File: config.mk
export PLATFORM = sky130hd
export DESIGN_NAME = irqx_top
export DESIGN_NICKNAME = d
export VERILOG_FILES = /design/src/rtl/irqx_pkg.sv /design/src/rtl/irqx_sync.sv /design/src/rtl/irqx_core.sv /design/src/rtl/irqx_prio.sv /design/src/rtl/irqx_top.sv
export SDC_FILE = /design/constraint.sdc
export NUM_CORES = 1
export LEC_CHECK = 0
export ABC_AREA = 1
export BUFFER_PORTS_ARGS = -buffer_cell sky130_fd_sc_hd__buf_2
export CAP_MARGIN = 20
export CORE_ASPECT_RATIO = 0.7
export CORE_MARGIN = 2
export CORE_UTILIZATION = 54
export DETAILED_ROUTE_END_ITERATION = 10
export GPL_TIMING_DRIVEN = 0
export PLACE_DENSITY = 0.76
export SYNTH_ARGS = -nofsm -noshare
export SYNTH_HDL_FRONTEND = slang
export SYNTH_SLANG_ARGS = --single-unit
File: constraint.sdc
create_clock -name clk -period 1.7 [get_ports clk]
set_clock_uncertainty 0.15 [all_clocks]
set_input_delay 0.17 -clock clk [delete_from_list [all_inputs] [get_ports clk]]
set_output_delay 0.17 -clock clk [all_outputs]
set_load 0.05 [all_outputs]
File: src/rtl/irqx_pkg.sv
package irqx_pkg;

    // Byte offsets of the register map
    localparam int unsigned OFS_PEND  = 32'h16;
    localparam int unsigned OFS_LEVEL = 32'h18;
    localparam int unsigned OFS_ENSET = 32'h1A;
    localparam int unsigned OFS_ENCLR = 32'h1C;

    typedef enum logic [2:0] {
        SEL_NONE,
        SEL_PEND,
        SEL_LEVEL,
        SEL_ENSET,
        SEL_ENCLR
    } reg_sel_e;

endpackage

File: src/rtl/irqx_sync.sv
module irqx_sync #(
    parameter int unsigned WIDTH  = 16,
    parameter int unsigned STAGES = 2
) (
    input  logic             clk,
    input  logic             rst_n,
    input  logic [WIDTH-1:0] async_in,
    output logic [WIDTH-1:0] sync_out
);

    logic [WIDTH-1:0] stage_q [STAGES];

    for (genvar s = 0; s < STAGES; s++) begin : g_stage
        if (s == 0) begin : g_first
            always_ff @(posedge clk or negedge rst_n) begin
                if (!rst_n) stage_q[s] <= '0;
                else        stage_q[s] <= async_in;
            end
        end else begin : g_next
            always_ff @(posedge clk or negedge rst_n) begin
                if (!rst_n) stage_q[s] <= '0;
                else        stage_q[s] <= stage_q[s-1];
            end
        end
    end

    assign sync_out = stage_q[STAGES-1];

endmodule

File: src/rtl/irqx_core.sv
module irqx_core #(
    parameter int unsigned LINES = 16
) (
    input  logic             clk,
    input  logic             rst_n,
    input  logic [LINES-1:0] set_lvl,
    input  logic [LINES-1:0] ack_mask,
    input  logic [LINES-1:0] en_set_mask,
    input  logic [LINES-1:0] en_clr_mask,
    output logic [LINES-1:0] pend_q,
    output logic [LINES-1:0] en_q
);

    typedef struct packed {
        logic [LINES-1:0] pend;
        logic [LINES-1:0] en;
    } core_state_t;

    core_state_t st_d, st_q;

    always_comb begin
        st_d = st_q;
        // acknowledge first, then live level sets: set wins on collision
        st_d.pend = (st_q.pend & ~ack_mask) | set_lvl;
        st_d.en   = (st_q.en | en_set_mask) & ~en_clr_mask;
    end

    always_ff @(posedge clk or negedge rst_n) begin
        if (!rst_n) st_q <= '0;
        else        st_q <= st_d;
    end

    assign pend_q = st_q.pend;
    assign en_q   = st_q.en;

endmodule

File: src/rtl/irqx_prio.sv
module irqx_prio #(
    parameter int unsigned LINES = 16,
    localparam int unsigned IDX_W = (LINES > 1) ? $clog2(LINES) : 1
) (
    input  logic [LINES-1:0] req,
    output logic [IDX_W-1:0] idx,
    output logic             valid
);

    always_comb begin
        idx   = '0;
        valid = 1'b0;
        // walk downward so the lowest set bit is written last
        for (int i = LINES - 1; i >= 0; i--) begin
            if (req[i]) begin
                idx   = IDX_W'(i);
                valid = 1'b1;
            end
        end
    end

endmodule

File: src/rtl/irqx_top.sv
module irqx_top #(
    parameter int unsigned LINES  = 16,
    parameter int unsigned ADDR_W = 8,
    localparam int unsigned IDX_W = (LINES > 1) ? $clog2(LINES) : 1
) (
    input  logic              clk,
    input  logic              rst_n,
    input  logic [LINES-1:0]  irq_in,
    input  logic [ADDR_W-1:0] bus_addr,
    input  logic              bus_wr,
    input  logic [LINES-1:0]  bus_wdata,
    input  logic              bus_rd,
    output logic [LINES-1:0]  bus_rdata,
    output logic              host_irq,
    output logic [IDX_W-1:0]  first_idx,
    output logic              first_valid
);

    import irqx_pkg::*;

    logic [LINES-1:0] sync_lvl;
    logic [LINES-1:0] pend_w;
    logic [LINES-1:0] en_w;
    logic [LINES-1:0] ack_mask;
    logic [LINES-1:0] en_set_mask;
    logic [LINES-1:0] en_clr_mask;
    logic [LINES-1:0] active;
    reg_sel_e         sel;

    typedef struct packed {
        logic [LINES-1:0] rdata;
    } rd_state_t;

    rd_state_t rd_d, rd_q;

    irqx_sync #(.WIDTH(LINES), .STAGES(2)) u_sync (
        .clk      (clk),
        .rst_n    (rst_n),
        .async_in (irq_in),
        .sync_out (sync_lvl)
    );

    // address decode
    always_comb begin
        if      (bus_addr == ADDR_W'(OFS_PEND))  sel = SEL_PEND;
        else if (bus_addr == ADDR_W'(OFS_LEVEL)) sel = SEL_LEVEL;
        else if (bus_addr == ADDR_W'(OFS_ENSET)) sel = SEL_ENSET;
        else if (bus_addr == ADDR_W'(OFS_ENCLR)) sel = SEL_ENCLR;
        else                                     sel = SEL_NONE;
    end

    always_comb begin
        ack_mask    = '0;
        en_set_mask = '0;
        en_clr_mask = '0;
        if (bus_wr) begin
            unique case (sel)
                SEL_PEND:  ack_mask    = bus_wdata;
                SEL_ENSET: en_set_mask = bus_wdata;
                SEL_ENCLR: en_clr_mask = bus_wdata;
                default:   ;
            endcase
        end
    end

    irqx_core #(.LINES(LINES)) u_core (
        .clk         (clk),
        .rst_n       (rst_n),
        .set_lvl     (sync_lvl),
        .ack_mask    (ack_mask),
        .en_set_mask (en_set_mask),
        .en_clr_mask (en_clr_mask),
        .pend_q      (pend_w),
        .en_q        (en_w)
    );

    // read data path, registered
    always_comb begin
        rd_d = rd_q;
        if (bus_rd) begin
            unique case (sel)
                SEL_PEND:  rd_d.rdata = pend_w;
                SEL_LEVEL: rd_d.rdata = sync_lvl;
                SEL_ENSET: rd_d.rdata = en_w;
                SEL_ENCLR: rd_d.rdata = en_w;
                default:   rd_d.rdata = '0;
            endcase
        end
    end

    always_ff @(posedge clk or negedge rst_n) begin
        if (!rst_n) rd_q <= '0;
        else        rd_q <= rd_d;
    end

    assign bus_rdata = rd_q.rdata;
    assign active    = pend_w & en_w;
    assign host_irq  = |active;

    irqx_prio #(.LINES(LINES)) u_prio (
        .req   (active),
        .idx   (first_idx),
        .valid (first_valid)
    );

endmodule

Yosys cells after proc, flatten, opt, wreduce, memory -nomap -nowiden
Index checks and enable logic that the tools add are counted.

operators by class
  bitwise logic cells = 7
  muxes and demuxes = 43
  eq/ne operators = 8
  reductions and logical operators = 2

operator list
  operator            number
  $mux 16             6
  $mux 4              16
  $and 16x16->16      3
  $pmux 16 s3         1
  $eq 8x5->1 const B  4
  $not 16->16         2
  $or 16x16->16       2
  $mux 1              16
  $reduce_or 16->1    1
  $mux 3              4
  $eq 3x2->1 const B  2
  $eq 3x1->1 const B  1
  $eq 3x3->1 const B  1
  $reduce_or 2->1     1

storage, ports and cells
  word-level logic and storage cells = 65
  register bits after elaboration = 80

Logic depth before layout (Yosys ltp)
  word-level depth = 17
  gate-level depth with buffers = 16
  gate-level depth less buffers = 16

Modules after synthesis
Synthesis repeated with hierarchy kept, for this count alone.

unflattened totals
  cells, all modules = 493
  area total of the unflattened synthesis = 3823.7 um^2

modules (own cells, without submodules)
  module     instances  cells each  sequential area each (um^2)  area each (um^2)
  irqx_top   1          268         400.4                        1532.7
  irqx_core  1          128         800.8                        1161.1
  irqx_sync  1          48          800.8                        920.9
  irqx_prio  1          49          0.0                          209.0

Least setup slack after synthesis
OpenSTA, ideal clock, no wires.

  path type = reg-to-output
  start point = reg u_core.st_q, in the netlist u_core.pend_q[3]
  end point = out first_idx[3]
  data arrival time = 2231 ps
  stages on the path, launching flop included = 6
  setup slack = -851 ps
  buffers on the path = 0
  cells stage by stage = dfrtp_1 > nand2_1 > nand2_1 > nor2_1 > inv_1 > nor4_1

between the ends
  longest elaborated chain between the ends = 5

RTL lines
  what                    line             text
  from (decl)             irqx_core.sv:19  core_state_t st_d, st_q;
  from (signal assigned)  irqx_core.sv:30  else st_q <= st_d;
  $and 16x16->16          irqx_top.sv:97   assign active = pend_w & en_w;
  $mux 4 (4 in a row)     irqx_prio.sv:15  if (req[i]) begin
  to (decl)               irqx_top.sv:15   output logic [IDX_W-1:0] first_idx,

No other way between the ends.

Final worst setup path
  start point = reg u_core.st_q, in the netlist u_core.pend_q[14]
  end point = out first_idx[0]

between the ends
  longest elaborated chain between the ends = 16

RTL lines
  what                  line
  $and 16x16->16        irqx_top.sv:97
  $mux 4 (15 in a row)  irqx_prio.sv:15

No other way between the ends.

==> metrics.md <==
| Metric | Value |
|---|---|
| Tmin final | 2.16 ns |
| Hold path start | bus_wdata[0] |
| Max-Cap Viols | 0 |
| Top post-synthesis cells by area | dfrtp_1 61%, nand2_1 11%, o21ai_0 4.9% |
| Fillers | 397 |
| Final worst setup slack | -0.455 ns |
| Area after DPL | 3750 µm² |
| Fraction of synthesized area in multiplexers | 0 |
| Crit path from | u_core.pend_q[14] |
| Top-area cell type share of the netlist area | 0.610 |
| Fin area | ~4400 µm² |
| Simple-Gate Fraction of Synth Area | 0.155 |
| Worst-path maximum fanout | 3 |
| Relative max-transition margin | 0.645 |
| Post-DRT Antenna Nets | 0 |
| Drt drc | 0 |
| Worst R2R Path Depth | 4 |
| Chip Height | around 70 µm |
| Final setup TNS | -1.60 ns |
| Rows | 23 |
| Commonest non-fill, non-tap cell in the layout | nand2_1 |
| Endpoint, Worst Hold | u_core.en_q[0] |
| Core ar. | 5780 µm² |
| Failing checks | negative setup slack |
| Synth Area in Compound Gates | 0.169 |
| I/O pin total | 66 |
| Syn_nets | ~390 |
| Cell accounting for the most synthesized area | dfrtp_1 |
| Post-synthesis cell area | ~3300 µm² |
| Endpoints failing setup | 6 |
| Vias in the first global route | 2696 |
| Post-synth EDFFs | 0 |
| Post-synth ARST share | 1.00 |
| Synthesis-to-finish area growth | 33.4% |
| Total number of vias | 2761 |
| WP data arrival | roughly 1.8 ns |
| Critical Path Source Type | register |
| Internal reg-to-reg setup slack | 0.47 ns |
| CP max stage delay | 0.41 ns |
| CTS tree | done |
| Hold violation total from the final report | 0 |
| Sequential area share after synthesis | 0.610 |
| Reg-to-Reg End | bus_rdata[13] |
| Post-synthesis adder-cell area fraction | 0 |
| Worst ir drop on vdd | 580 µV |
| Hold WS | just over 0.004 ns |
| Critical-path top delay cell | dfrtp_1 |
| Nature of the critical path endpoint | primary output |
| IO buf count | 64 |
| Die area | 6730 µm² |
| Nets | 496 |
| Non-Filler Instances | between 500 and 600 |
| P_leak | between 2 and 2.5 nW |
| Synth Flop Type | dfrtp_1 |
| Setup CP Type | reg2out |
| Largest net degree at the start of global routing | 42 |
| Antenna diodes | 0 |
| Yosys cell types | 26 |
| Via/cell ratio | 5.19 |
| Critical path's top delay family | simple AND/OR/NAND/NOR gates |
| Flops & latches, synth | 80 |
| WL/cell | 15.2 µm |
| Crit-path cells | nand2_2 -> nand2_1 -> nand2_1 -> nand2_1 -> nand2_1 -> nand2_1 -> nand2_1 -> nand2_1 -> nand2_1 -> nand2_1 -> nand2_1 -> nand2_1 -> nand2_1 -> nand2_2 -> a21oi_4 -> buf_6 |
| Die W | 97.2 µm |
| Root Driver | clkbuf_8 |
| Final Max Tran Viols | 0 |
| Global-route wire length before repair | 13000 µm |
| Final Util | 0.757 |
| Total Routing Usage GR | 0.248 |
| Hold WC Path Type | in2reg |
| Yosys warning total | 0 |
| Unrepaired setup endpoints after global routing | yes |
| Share of cells above drive strength 1 | 0.293 |
| Synth Area in XOR/XNOR | 0 |
| Final GP Congestion | 0.850 |
| Fin crit share | 1.27 |
| Clk_lat worst skew | 0.35 ns |
| Max Clk Rate | 464 MHz |
| Worst Path Required | 1.38 ns |
| Reg2reg start | u_core.en_q[13] |
| 1st-iter DRT viols | 281 |
| Synthesized area per cell | 9.51 µm² |
| Grt ovf | 0 |
| Status | complete, but fails checks |
| Cts bufs inserted | 9 |
| WP buf/inv | 1 |
| TritonRoute pass-1 iters | 4 |
| Clock sink total | 80 |
| Clk slew on worst S/H paths | 0.08 ns |
| WHS Path Cells | 3 |
| Htree depth | 3 |
| Initial core utilization | 0.567 |
| Initial antenna violation count | 0 |
| Largest family of logic cells by synthesized area | compound AO/OA/AOI/OAI gates |
| Total power | about 3.8 mW |
| DP HPWL | 5370 µm |
| PwrDens | 876 nW/µm² |
| Mapped Cells | 345 |
| Placed Cells | roughly 490 |
| DRT Wirelength | 8090 µm |
| Dpl ws | -0.232 ns |
| Crit-path most repeated cell | nand2_1 |
| Most frequent cells in the layout | 81 x nand2_1, 80 x dfrtp_1, 60 x buf_2 |
| Worst-margin pin slew | 0.533 ns |
| Maximum buffer depth of the clock tree | 2 |
==> per-layer routing <==
metal | part of all wire | routed length, µm | track usage
met3 | 0.10 | 843 | 0.0877
met4 | 0.0090 | 73 | 0.0704
met1 | 0.43 | 3480 | 0.342
met5 | 0 | 0 | 0
met2 | 0.46 | 3690 | 0.378
==> final cells by class <==
| class | count | area [µm²] | area share |
|---|---|---|---|
| Buffer | 10 | 63.8 | 0.0146 |
| Inverter | 41 | 154 | 0.0351 |
| Multi-Input combinational cell | 214 | 1180 | 0.269 |
| Tap cell | 75 | 93.8 | 0.0214 |
| Timing Repair Buffer | 96 | 669 | 0.153 |
| Clock buffer | 10 | 138 | 0.0314 |
| Clock inverter | 6 | 82.6 | 0.0189 |
| Sequential cell | 80 | 2000 | 0.457 |
==> worst register-to-register path, delay by kind of cell (launching register included) <==
family                 cells  cell delay [ns]
AOI/OAI and AO/OA          3             0.49
DFF                        1             0.39
buffers and inverters      1             0.07
==> timing repair <==
action | 4_1_cts | 5_1_grt
endpoints found under the setup margin | 6 | 9
pin swaps | 3 | 7
hold endpoints to repair | 59 | 0
hold buffers | 21 | 0
resized for setup | 27 | 12
setup buffers | 5 | 5
==> synthesized netlist by cell type (2+ instances only) <==
cell and instances:
buf_2 3, nand2_1 93, inv_1 37, o21ai_0 32, o21a_1 10, nor4_4 2
a21oi_1 19, o21ai_1 17, nor2_1 12, nor4_1 2, dfrtp_1 80, o22ai_1 10
inv_2 4, buf_6 3, clkbuf_1 4, nand3_1 2, o22a_1 6
==> state kept, by name, indices dropped and copies added (netlist names) <==
name / cells
u_sync.sync_out: 16
bus_rdata: 16
u_core.en_q: 16
u_sync.stage_q: 16
u_core.pend_q: 16
==> worst max path at each step <==
stage,slack (ns),cells after the start,endpoint
floorplan,-0.11,6,first_valid
global placement,-0.27,1,u_sync.sync_out[8]
detailed placement,-0.23,10,bus_rdata[13]
CTS,-0.45,17,first_idx[0]
global route,-0.64,17,first_idx[0]
finish,-0.46,16,first_idx[0]
==> power by group <==
| group | total [mW] | internal, mW | leakage (nW) | switching, mW |
|---|---|---|---|---|
| clock network | 1.52 | 0.859 | 0.112 | 0.659 |
| logic | 0.328 | 0.132 | 1.09 | 0.195 |
| registers | 1.99 | 1.96 | 0.909 | 0.0266 |
==> logic make-up after synthesis <==
group | after synthesis
buffers and inverters | 51
AOI/OAI and AO/OA | 97
DFF | 80
and+or+nand+nor | 117
Power figures use the tool's default switching activity.
